[src/rtl/mc_pkg.sv]
package mc_pkg;

   // Configuration word, LSB first: t_mode1 is bit 0, legacy is bit 8.
   typedef struct packed {
      logic legacy;     // [8] forces load mode, term clocking, no bypass
      logic lock;       // [7] blocks preload and hides register 2
      logic bypass2;    // [6] feedback 2 taken from sum B directly
      logic merge;      // [5] OR all product terms into one sum
      logic comb_out;   // [4] pin shows sum C instead of register 1
      logic pin_clk2;   // [3]
      logic pin_clk1;   // [2]
      logic t_mode2;    // [1]
      logic t_mode1;    // [0]
   } mc_cfg_t;

   localparam int CFG_W = $bits(mc_cfg_t);

endpackage

[src/rtl/mc_sum_bank.sv]
module mc_sum_bank #(
   parameter int TERMS = 4,
   parameter int SUMS  = 3
) (
   input  logic [SUMS*TERMS-1:0] pt_i,
   output logic [SUMS-1:0]       sum_o,
   output logic                  all_o
);

   for (genvar g = 0; g < SUMS; g++) begin : g_sum
      assign sum_o[g] = |pt_i[g*TERMS +: TERMS];
   end

   assign all_o = |pt_i;

endmodule

[src/rtl/mc_edge_pick.sv]
module mc_edge_pick (
   input  logic clk,
   input  logic rst_n,
   input  logic pin_clk_i,
   input  logic pt_clk_i,
   input  logic use_pin_i,
   output logic fire_o
);

   logic pin_q;
   logic pt_q;

   always_ff @(posedge clk or negedge rst_n) begin
      if (!rst_n) begin
         pin_q <= 1'b0;
         pt_q  <= 1'b0;
      end else begin
         pin_q <= pin_clk_i;
         pt_q  <= pt_clk_i;
      end
   end

   // only the selected source can produce a fire edge
   assign fire_o = use_pin_i ? (pin_clk_i & ~pin_q) : (pt_clk_i & ~pt_q);

endmodule

[src/rtl/mc_flop.sv]
module mc_flop (
   input  logic clk,
   input  logic rst_n,
   input  logic clr_i,
   input  logic fire_i,
   input  logic t_mode_i,
   input  logic din_i,
   input  logic pl_en_i,
   input  logic pl_d_i,
   output logic q_o
);

   logic clr_a;
   assign clr_a = ~rst_n | clr_i;

   // clear first, R7 preload next, then R3/R4 on a fire edge
   always_ff @(posedge clk or posedge clr_a) begin
      if (clr_a)
         q_o <= 1'b0;
      else if (pl_en_i)
         q_o <= pl_d_i;
      else if (fire_i)
         q_o <= t_mode_i ? (q_o ^ din_i) : din_i;
   end

endmodule

[src/rtl/mc_macrocell.sv]
module mc_macrocell #(
   parameter int TERMS_PER_SUM = 4,
   parameter int N_SUMS        = 3
) (
   input  logic                              clk,
   input  logic                              rst_n,
   input  logic [N_SUMS*TERMS_PER_SUM-1:0]   pt_i,
   input  logic [1:0]                        clk_pt_i,
   input  logic [1:0]                        rst_pt_i,
   input  logic                              oe_pt_i,
   input  logic                              pin_clk_i,
   input  logic                              preload_i,
   input  logic [1:0]                        preload_d_i,
   input  logic [mc_pkg::CFG_W-1:0]          cfg_i,
   output logic                              pin_o,
   output logic                              pin_oe_o,
   output logic [1:0]                        fb_o,
   output logic                              obs_q2_o
);
   import mc_pkg::*;

   localparam int N_REGS = 2;
   localparam int SUM_A  = 0;
   localparam int SUM_B  = 1;
   localparam int SUM_C  = 2;

   if (N_SUMS != 3) begin : g_bad_sums
      $error("mc_macrocell: N_SUMS must be 3");
   end
   if (TERMS_PER_SUM < 1) begin : g_bad_terms
      $error("mc_macrocell: TERMS_PER_SUM must be at least 1");
   end

   mc_cfg_t cfg;
   assign cfg = mc_cfg_t'(cfg_i);

   logic [N_SUMS-1:0] sums;
   logic              all_terms;

   mc_sum_bank #(
      .TERMS (TERMS_PER_SUM),
      .SUMS  (N_SUMS)
   ) u_sums (
      .pt_i  (pt_i),
      .sum_o (sums),
      .all_o (all_terms)
   );

   // merged sum feeds register 1 and the combinational pin path
   logic [N_REGS-1:0] din;
   logic              comb_val;
   assign din[0]   = cfg.merge ? all_terms : sums[SUM_A];
   assign din[1]   = sums[SUM_B];
   assign comb_val = cfg.merge ? all_terms : sums[SUM_C];

   // legacy mode strips toggle, pin clocking and bypass
   logic [N_REGS-1:0] t_eff;
   logic [N_REGS-1:0] pin_eff;
   logic              bypass_eff;
   logic              pl_ok;
   assign t_eff      = {cfg.t_mode2, cfg.t_mode1} & {N_REGS{~cfg.legacy}};
   assign pin_eff    = {cfg.pin_clk2, cfg.pin_clk1} & {N_REGS{~cfg.legacy}};
   assign bypass_eff = cfg.bypass2 & ~cfg.legacy;
   assign pl_ok      = preload_i & ~cfg.lock;

   logic [N_REGS-1:0] fire;
   logic [N_REGS-1:0] q;

   for (genvar r = 0; r < N_REGS; r++) begin : g_reg
      mc_edge_pick u_edge (
         .clk       (clk),
         .rst_n     (rst_n),
         .pin_clk_i (pin_clk_i),
         .pt_clk_i  (clk_pt_i[r]),
         .use_pin_i (pin_eff[r]),
         .fire_o    (fire[r])
      );

      mc_flop u_flop (
         .clk      (clk),
         .rst_n    (rst_n),
         .clr_i    (rst_pt_i[r]),
         .fire_i   (fire[r]),
         .t_mode_i (t_eff[r]),
         .din_i    (din[r]),
         .pl_en_i  (pl_ok),
         .pl_d_i   (preload_d_i[r]),
         .q_o      (q[r])
      );
   end

   assign pin_o    = cfg.comb_out ? comb_val : q[0];
   assign pin_oe_o = oe_pt_i;
   assign fb_o[0]  = q[0];
   assign fb_o[1]  = bypass_eff ? din[1] : q[1];
   assign obs_q2_o = cfg.lock ? 1'b0 : q[1];

endmodule

[config.mk]
export PLATFORM = sky130hd
export DESIGN_NAME = mc_macrocell
export DESIGN_NICKNAME = d
export VERILOG_FILES = /design/src/rtl/mc_pkg.sv /design/src/rtl/mc_sum_bank.sv /design/src/rtl/mc_edge_pick.sv /design/src/rtl/mc_flop.sv /design/src/rtl/mc_macrocell.sv
export SDC_FILE = /design/constraint.sdc
export NUM_CORES = 1
export LEC_CHECK = 0
export BUFFER_PORTS_ARGS = -buffer_cell sky130_fd_sc_hd__buf_2
export CAP_MARGIN = 20
export CORE_AREA = 2 2 39 41
export CTS_BUF_LIST = sky130_fd_sc_hd__clkbuf_2
export DETAILED_ROUTE_END_ITERATION = 6
export DIE_AREA = 0 0 41 43
export PLACE_DENSITY = 0.71
export SETUP_SLACK_MARGIN = 0.02
export SYNTH_ARGS = -nofsm -noshare
export SYNTH_HDL_FRONTEND = slang
export SYNTH_HIERARCHICAL = 1
export SYNTH_SLANG_ARGS = --single-unit
[constraint.sdc]
create_clock -name clk -period 1.6 [get_ports clk]
set_input_delay 0.16 -clock clk [delete_from_list [all_inputs] [get_ports clk]]
set_output_delay 0.16 -clock clk [all_outputs]
set_load 0.05 [all_outputs]
# Yosys cells after proc, flatten, opt, wreduce, memory -nomap -nowiden
# Index checks and enable logic that the tools add are counted.
# W data, S select, Z words.
classes:
  reduce_logical: 6
  n_mux: 13
  n_bitwise: 17
ops:
  columns: ["op", "count"]
  rows:
  - ["$mux W1", 13]
  - ["$reduce_or A12 Y1", 1]
  - ["$reduce_or A4 Y1", 3]
  - ["$not A1 Y1", 6]
  - ["$and A1 B1 Y1", 5]
  - ["$and A2 B2 Y2", 2]
  - ["$reduce_bool A2 Y1", 2]
  - ["$or A1 B1 Y1", 2]
  - ["$xor A1 B1 Y1", 2]
totals:
  regBits: 5
  word_cells: 41

# Depth between registers and ports, before layout
# Gate-level depths: netlist (run 1).
depth:
  depth_word: 6
  ltp_mapped: 5
  mapped_depth_nobuf: 5

# Modules after synthesis
# The synthesis (run 1) kept the hierarchy.
modules_own_cells:
  columns: ["mod", "n_inst", "cells_per_inst", "area_per_inst_um2"]
  rows:
  - ["mc_edge_pick", 2, 5, 73.8]
  - ["mc_flop", 2, 7, 72.6]
  - ["mc_macrocell", 1, 14, 116.4]
  - ["mc_sum_bank", 1, 4, 36.3]

# Worst setup path before layout (run 1)
# No wires, ideal clock.
synth_path:
  path_type: "input -> register"
  start: "in pt_i[5]"
  end: "reg g_reg[0].u_flop.q_o"
  arrival_ps: 1810
  n_path_buf: 0
  path_stages: 5
  path_slack_ps: -313
  setup_ps: 104
  cell_sequence: "or4_4 or3_1 mux2_1 and4_1 o41ai_2"
synth_between:
  elab_chain_cells: 6
synth_rtl:
  columns: ["item", "line_no", "rtl"]
  rows:
  - ["from (decl)", "mc_macrocell.sv:7", "input logic [N_SUMS*TERMS_PER_SUM-1:0] pt_i,"]
  - ["$reduce_or A12 Y1 (*)", "mc_sum_bank.sv:14", "assign all_o = |pt_i;"]
  - ["named net all_terms", "mc_macrocell.sv:38", "logic all_terms;"]
  - ["$mux W1 (*)", "mc_macrocell.sv:52", "assign din[0] = cfg.merge ? all_terms : sums[SUM_A];"]
  - ["named net din[0]", "mc_macrocell.sv:50", "logic [N_REGS-1:0] din;"]
  - ["$xor A1 B1 Y1", "mc_flop.sv:23", "q_o <= t_mode_i ? (q_o ^ din_i) : din_i;"]
  - ["$mux W1 (*)", "mc_flop.sv:23", null]
  - ["$mux W1 (*)", "mc_flop.sv:22", "else if (fire_i)"]
  - ["$mux W1 (*)", "mc_flop.sv:20", "else if (pl_en_i)"]
  - ["to (signal assigned)", "mc_flop.sv:21", "q_o <= pl_d_i;"]
  - ["to (signal assigned)", "mc_flop.sv:23", null]
  - ["to (decl)", "mc_flop.sv:10", "output logic q_o"]
# Mark *: on every way through the listed nets, which the timed path passes. The rest lies on a longest branch. The select of a mux whose other input is x is not followed.
# A chain may end at the register's enable or synchronous reset.

# Worst setup path in the final report (run 1)
layout_path:
  start: "in pt_i[2]"
  end: "out pin_o"
layout_between:
  elab_chain_cells: 3
layout_rtl:
  columns: ["item", "line_no", "rtl"]
  rows:
  - ["$reduce_or A12 Y1", "mc_sum_bank.sv:14", null]
  - ["named net all_terms", "mc_macrocell.sv:38", null]
  - ["$mux W1", "mc_macrocell.sv:54", "assign comb_val = cfg.merge ? all_terms : sums[SUM_C];"]
  - ["$mux W1", "mc_macrocell.sv:92", "assign pin_o = cfg.comb_out ? comb_val : q[0];"]
  - ["to (decl)", "mc_macrocell.sv:15", "output logic pin_o,"]
# The timed path passes the listed nets, and every way through them passes these cells.

==> results.toml, run 1 <==
[floorplanning]
die_y_um = 43
die_area_um2 = 1760
start_util_pct = 32.2
rows = 14
core_area_um2 = 1380
die_w_um = 41
io_pins = 37

[logic_synthesis]
syn_inst = 42
syn_avg_cell_area_um2 = 10.6
yosys_warnings = 6
ys_types = 19
synth_nets = 74
yosysSeqAreaShare_pct = 33.7
ys_ff_latch = 6
syn_area_um2 = 445

[timing]
worst_pin_slew_ns = 0.345
rsz0062_at_grt = "true"
fin_ws_ns = -0.153
holdWs_ns = 0.0647
fin_crit_ns = 1.75
final-hold-violation-count = 0
drv_slew = 0
fin_worst_skew_ns = 0.0000805
finalSetupViolCount = 2
fmax_mhz = 570
fin_crit_sh_pct = 110
slew_headroom_pct = 77.0

[drt]
drt_pass1_iterations = 4
drtIter0Drc = 6
wire_per_inst_um = 10.2
antenna_left = 0
wirelength_um = 994
via_count = 468
viasPerCell = 4.82
drc = 0

[grt]
antenna_found_initial = 0
met2_usage_pct = 21.9
grt_pass1_vias = 444
use_met1_pct = 14.2
grt_usage_pct = 13.3
grt_use_met3_pct = 4.71
grt_overflow = 0
grt-busiest-layer = "met2"
grt_start_max_net_pins = 7
grt_pass1_wl_um = 1580

[clock_tree]
postCtsSetupBuffers = 0
insertion_delay_ns = 0.21
htree_levels = 1
clk_path_buf_depth = 2
cts_root_buf = "clkbuf_2"
clk_pin_slew_ns = 0.06
cts_tree = "yes"
cts.sinks = 6
numCtsBuffers = 3

[outcome]
status = "finished, violations left"
violations = "negative setup slack"

[placed_design]
dp_hpwl_um = 827
dpl_cell_area_um2 = 641
numPortBuffers = 34
gp_congestion = 0.742

[cells_and_area]
final_common_cell = "buf_2"
layout_common_cells = "31 x buf_2, 6 x nor2b_1, 6 x dfrtp_1"
fin_area_um2 = 713
drive_above_1_share_pct = 65.4
utilization_pct = 51.5
insertedDiodeCount = 0
nets = 115
area_growth_pct = 60.1

[pwr]
ir_drop_v = 0.000394
total_leakage_power_nw = 0.351
power_uw = 455
pwr_density_cell_nw_per_um2 = 638

[worst_setup_path]
crit_path_max_fanout = 2
criticalPathCategory = "input port to output pin"
crit_chain = "buf_6 > or4_4 > or3_4 > mux2i_2 > a21oi_2 > buf_6"
critPathRequiredTime_ns = 1.44
crit_slowest_cell = "or4_4"
crit_path_max_incr_delay_ns = 0.52
path_common_cell = "buf_6"
worst_ep_arrival_time_ns = 1.59
critPathLaunchType = "input port"
regToRegSetupSlack_ns = 0.47
crit_path_end_kind = "output pin"

[run]
drv_cap = 0

[min_path]
worstHoldPathType = "input port to flip-flop"
==> synthesized netlist by cell type (all sizes together) <==
cell type,number,area [µm²]
a21oi,3,15.0
and2b,2,17.5
and4,2,17.5
buf,2,15.0
dfrtp,6,150
inv,2,7.51
mux2,2,26.3
mux2i,1,10.0
nand2,4,15.0
nand2b,1,13.8
nor2,1,3.75
nor2b,6,37.5
nor3b,2,15.0
o32ai,2,32.5
o41ai,2,32.5
or3,1,6.26
or4,3,30.0
==> through the flow <==
step / setup WS (ns) / instances / TNS, ns
after floorplan: -0.215 / 42 / -0.226
after global placement: -0.315 / 91 / -0.541
after detailed placement: -0.376 / 91 / -0.603
after CTS: -0.153 / 97 / -0.292
after global routing: -0.180 / 97 / -0.355
final: -0.153 / 97 / -0.290
==> power by group <==
part	total, mW	switching, mW	internal (mW)
Combinational	0.180	0.0943	0.0856
Clock	0.0999	0.0492	0.0507
Sequential	0.175	0.00963	0.165
Total	0.455	0.153	0.302
==> sequential cells by signal, indices dropped and copies added, names as in the netlist <==
signal / cells
g.u_edge/pt_q: 2
g.u_edge/pin_q: 2
g.u_flop/q_o: 2
==> cell families after synthesis <==
family / after synthesis / synth area share (%)
flip-flops: 6 / 33.7
AO/OA/AOI/OAI: 7 / 18.0
AND/OR/NAND/NOR: 22 / 35.1
multiplexers: 3 / 8.14
buffers and inverters: 4 / 5.06
==> per-layer routing <==
metal	wire length (µm)	vias up
met2	498	16
met3	66	2
li1	-	235
met1	416	215
met5	0	-
met4	12	0
==> worst paths after layout <==
check | from | end | cells after the start
min in group asynchronous | rst_n | g_reg[1].u_edge/pin_q | 2
worst max-delay path | pt_i[2] | pin_o | 6
worst min register to register | g_reg[1].u_flop/q_o | g_reg[1].u_flop/q_o | 2
worst max register to register | g_reg[0].u_edge/pt_q | g_reg[0].u_flop/q_o | 3
max in group asynchronous | rst_n | g_reg[0].u_flop/q_o | 3
worst min-delay path | clk_pt_i[1] | g_reg[1].u_edge/pt_q | 1
==> final cells by class <==
type                            count  area [µm²]
Fill cell                         133         671
Multi-Input combinational cell     32         294
Timing Repair Buffer               38         226
Sequential cell                     6         150
Tap cell                           16        20.0
Clock buffer                        3        15.0
Inverter                            2        7.51
==> worst max-delay path: cells and delay by family <==
family	cells	cell delay, ns
AO/OA/AOI/OAI	1	0.08
multiplexers	1	0.18
buffers and inverters	2	0.24
AND/OR/NAND/NOR	2	0.92
==> repair_timing <==
item	4_1_cts	5_1_grt
cloned	0	0
resized for setup	5	3
setup endpoints to repair	2	3
pin swaps	3	0
hold buffers	3	0
endpoints found under the hold margin	6	0
No activity file was read; power rests on OpenSTA's default activity.
==> inputs of run 2 (changes only) <==
Settings changed: GPL_TIMING_DRIVEN set to 0.
==> run 2 against run 1 <==
Compared with the run above: the run still ends with negative setup slack left; worst setup slack gained 0.0070 ns; maximum frequency grew 0.40%; via count grew 3.6%; die area is the same; final cell count grew 3.1%.
==> results.toml, run 2 (synthesis results as in run 1) <==
[drt]
wire_per_inst_um = 11.0
wl_met2_um = 595
via_count = 485
drtIter0Drc = 2
drt_pass1_iterations = 4
wirelength_um = 1100
top_layer = "met4"
viasPerCell = 4.85
drc = 0
antenna_left = 0
dr_wl_met3_um = 89
met1_length_um = 396

[worst_setup_path]
startpoint = "pt_i[1]"
critPathLaunchType = "input port"
worst_ep_arrival_time_ns = 1.59
r2r-start = "g_reg[0].u_edge/pt_q"
crit_slowest_cell = "or4_4"
crit_path_max_fanout = 2
critPathRequiredTime_ns = 1.44
criticalPathCategory = "input port to output pin"
crit_path_end_kind = "output pin"
crit_chain = "buf_6 > or4_4 > or3_4 > mux2i_2 > a21oi_2 > buf_6"
path_common_cell = "buf_6"
crit_path_max_incr_delay_ns = 0.53
rr_worst_depth = 3

[outcome]
status = "finished, violations left"
violations = "negative setup slack"

[grt]
grt_start_max_net_pins = 7
grt_usage_pct = 14.9
grt_pass1_vias = 444
grt_overflow = 0
grt_pass1_wl_um = 1800
antenna_found_initial = 0

[timing]
drv_slew = 0
fin_setup_tns_ns = -0.286
rsz0062_at_grt = "true"
fmax_mhz = 573
finalSetupViolCount = 2
holdWs_ns = 0.0575
fin_ws_ns = -0.146
slew_headroom_pct = 76.3
fin_crit_ns = 1.75
fin_worst_skew_ns = 0.00409
worst_pin_slew_ns = 0.355
fin_crit_sh_pct = 109
final-hold-violation-count = 0

[cells_and_area]
layout_common_cells = "29 x buf_2, 6 x nor2b_1, 6 x dfrtp_1"
final_common_cell = "buf_2"
multi_input_area_um2 = 294
regArea_um2 = 150
fillCellCount = 131
drive_above_1_share_pct = 66.7
nets = 118
utilization_pct = 54.1
insertedDiodeCount = 0
reg_top3 = "g.u_edge/pin_q: 2 flops, g.u_edge/pt_q: 2 flops, g.u_flop/q_o: 2 flops"
area_growth_pct = 68.0

[clock_tree]
htree_levels = 1
insertion_delay_ns = 0.22
clk_pin_slew_ns = 0.07
cts_tree = "yes"
cts_root_buf = "clkbuf_2"
cts.sinks = 6
clk_path_buf_depth = 2
numCtsBuffers = 3

[pwr]
p_sw_share_pct = 34.7
power_uw = 475
power_switching_uw = 165
p_clk_share_pct = 22.4
comb_power_share_pct = 40.9
p_int_uw = 310
ir_drop_v = 0.000417
pwr_density_cell_nw_per_um2 = 635
total_leakage_power_nw = 0.370
seqPwrFrac_pct = 36.7

[floorplanning]
die_area_um2 = 1760
die_w_um = 41
io_pins = 37
start_util_pct = 32.2
rows = 14
core_area_um2 = 1380
die_y_um = 43

[min_path]
hold_path_depth = 1
worstHoldPathType = "input port to flip-flop"
hp-start = "clk_pt_i[1]"

[placed_design]
dp_hpwl_um = 862
gp_congestion = 0.766
numPortBuffers = 35

[run]
drv_cap = 0
## run 2: stage by stage
stage	area [µm²]	cells	worst slack (ns)
after floorplan	458	42	-0.215
after CTS	718	100	-0.154
after global placement	653	93	-0.389
final	748	100	-0.146
after global routing	748	100	-0.194
after detailed placement	653	93	-0.418
## run 2: metal layers
| layer | vias to the layer above | track usage [%] |
|---|---|---|
| met5 | - | 0 |
| met4 | 0 | 4.00 |
| met3 | 2 | 4.71 |
| met2 | 18 | 24.1 |
| met1 | 226 | 18.4 |
| li1 | 239 | - |
## run 2: final timing paths
check,to,slack (ns)
setup / recovery,pin_o,-0.15
hold / removal,g_reg[1].u_edge/pt_q,0.06
setup reg to reg,g_reg[0].u_flop/q_o,0.44
hold reg to reg,g_reg[1].u_flop/q_o,0.66
max in group asynchronous,g_reg[0].u_flop/q_o,1.01
min in group asynchronous,g_reg[0].u_edge/pin_q,0.31
## run 2: area by class of cell
| class | instances | share of cell area (%) |
|---|---|---|
| well taps | 16 | 2.68 |
| inverters | 2 | 1.00 |
| repair buffers | 39 | 32.9 |
| flip-flops and latches | 6 | 20.1 |
| clock buffers | 3 | 2.01 |
| plain buffers | 2 | 2.01 |
| multi-input cells | 32 | 39.3 |
## run 2: repair_timing
item,4_1_cts,5_1_grt
setup endpoints to repair,2,3
hold buffers,3,0
hold endpoints to repair,6,0
resized for setup,3,7
pin swaps,4,1
buffers inserted,1,0
## run 2: worst max-delay path, delay by kind of cell
| family | cells | cell delay, ns |
|---|---|---|
| AO/OA/AOI/OAI | 1 | 0.08 |
| buffers and inverters | 2 | 0.24 |
| multiplexers | 1 | 0.18 |
| AND/OR/NAND/NOR | 2 | 0.93 |
## run 2: power by group through the flow
stage                     clock network, mW  logic [mW]  registers [mW]
after detailed placement                  0       0.176           0.178
after CTS                             0.110       0.188           0.175
after floorplan                           0       0.117           0.175
final                                 0.106       0.194           0.175
after global placement                    0       0.173           0.177
after global routing                  0.118       0.212           0.176
==> inputs of run 3 (changes only) <==
Settings changed: REMOVE_ABC_BUFFERS set to 1.
==> run 3 against run 2 <==
Compared with the run above: the run still ends with negative setup slack left; largest cell class unchanged; clock power hardly changed; sequential share of layout area is 1.1 points higher; worst setup slack better by 0.013 ns; sequential cell count stayed put; critical path depth stayed put; worst hold slack better by 0.011 ns.
==> results.toml, run 3 (synthesis results as in run 1) <==
[outcome]
status = "finished, violations left"
violations = "negative setup slack"

[cells_and_area]
area_growth_pct = 59.6
fillCellCount = 132
final_common_cell = "buf_2"
fin_area_um2 = 711
nets = 116
drive_above_1_share_pct = 62.2
insertedDiodeCount = 0
stdcell_count = 98
layout_common_cells = "30 x buf_2, 6 x nor2b_1, 6 x dfrtp_1"
reg_top3 = "g.u_edge/pin_q: 2 flops, g.u_edge/pt_q: 2 flops, g.u_flop/q_o: 2 flops"

[drt]
drt_pass1_iterations = 2
antenna_left = 0
drtIter0Drc = 3
wire_per_inst_um = 11.1
drc = 0
viasPerCell = 4.68
wirelength_um = 1090
via_count = 459

[grt]
met2_usage_pct = 19.7
grt_usage_pct = 11.7
grt_pass1_vias = 385
grt_start_max_net_pins = 7
grt-busiest-layer = "met2"
grt_overflow = 0
grt_use_met3_pct = 1.57
grt_pass1_wl_um = 1390
use_met1_pct = 13.5
antenna_found_initial = 0

[min_path]
hold_path_depth = 1
worstHoldPathType = "input port to flip-flop"

[clock_tree]
cts_tree = "yes"
numCtsBuffers = 3
cts_root_buf = "clkbuf_2"
htree_levels = 1
insertion_delay_ns = 0.21
cts.sinks = 6
clk_path_buf_depth = 2
clk_pin_slew_ns = 0.06

[timing]
fin_ws_ns = -0.134
holdWs_ns = 0.0689
worst_pin_slew_ns = 0.378
fin_worst_skew_ns = 0.0000815
fin_crit_ns = 1.73
fin_crit_sh_pct = 108
final-hold-violation-count = 0
slew_headroom_pct = 74.8
fmax_mhz = 577
rsz0062_at_grt = "true"
drv_slew = 0
finalSetupViolCount = 2

[worst_setup_path]
crit_path_max_incr_delay_ns = 0.52
crit_path_end_kind = "output pin"
criticalPathCategory = "input port to output pin"
rr_worst_depth = 3
cp_num_cells = 6
regToRegSetupSlack_ns = 0.44
path_buf_inv = 2
endpoint = "pin_o"
worst_ep_arrival_time_ns = 1.57
crit_chain = "buf_6 > or4_4 > or3_4 > mux2i_1 > a21oi_1 > buf_4"
crit_slowest_cell = "or4_4"
critPathRequiredTime_ns = 1.44
crit_path_max_fanout = 2
r2r_end = "g_reg[1].u_flop/q_o"
critical_path.top_delay_family = "simple AND/OR/NAND/NOR gates"
r2r-start = "g_reg[1].u_edge/pt_q"
critPathLaunchType = "input port"
startpoint = "pt_i[2]"

[floorplanning]
start_util_pct = 32.2
die_y_um = 43
die_w_um = 41
die_area_um2 = 1760
io_pins = 37
rows = 14
core_area_um2 = 1380

[pwr]
total_leakage_power_nw = 0.357
ir_drop_v = 0.000336
power_uw = 456
pwr_density_cell_nw_per_um2 = 642

[placed_design]
dpl_cell_area_um2 = 621
placedCellCount = 90
numPortBuffers = 34
dp_hpwl_um = 844
gp_congestion = 0.626

[run]
drv_cap = 0
[run 3: area by class of cell]
type                    count  area, µm²  area share [%]
well taps                  16       20.0            2.82
inverters                   2       7.51            1.06
repair buffers             39        236            33.3
multi-input cells          32        282            39.6
clock buffers               3       15.0            2.11
flip-flops and latches      6        150            21.1
[run 3: where the power goes]
group | internal [mW] | switching [mW] | leakage (nW) | total, mW
logic | 0.0850 | 0.0934 | 0.274 | 0.178
registers | 0.165 | 0.00933 | 0.0709 | 0.174
clock network | 0.0509 | 0.0527 | 0.0125 | 0.104
total | 0.301 | 0.155 | 0.357 | 0.456
[run 3: timing repair]
action	4_1_cts	5_1_grt
hold endpoints to repair	6	0
gates cloned	0	0
pin swaps	4	3
hold buffers	3	0
buffers inserted	1	1
resized for setup	5	4
endpoints found under the setup margin	2	3
[run 3: worst min path at each step]
stage	from	endpoint	slack, ns
after floorplan	rst_n	g_reg[0].u_edge/pin_q	-0.14
after global placement	rst_n	g_reg[1].u_edge/pin_q	-0.02
after detailed placement	rst_n	g_reg[0].u_edge/pin_q	-0.02
after CTS	clk_pt_i[1]	g_reg[1].u_edge/pt_q	0.05
after global routing	clk_pt_i[0]	g_reg[0].u_edge/pt_q	0.05
final	clk_pt_i[0]	g_reg[0].u_edge/pt_q	0.07
[run 3: metrics by stage]
step / setup TNS, ns / worst slack [ns] / utilization (%)
2_1_floorplan: -0.380 / -0.313 / -
3_3_place_gp: -0.675 / -0.486 / 44.8
3_5_place_dp: -0.706 / -0.522 / 44.8
4_1_cts: -0.277 / -0.148 / 49.9
5_1_grt: -0.315 / -0.178 / 51.4
6_report: -0.243 / -0.134 / 51.4
[run 3: routing by layer]
| layer | vias to the layer above | wire length [µm] |
|---|---|---|
| met5 | - | 0 |
| met4 | 0 | 0 |
| met3 | 0 | 130 |
| met2 | 30 | 469 |
| met1 | 194 | 487 |
| li1 | 235 | - |
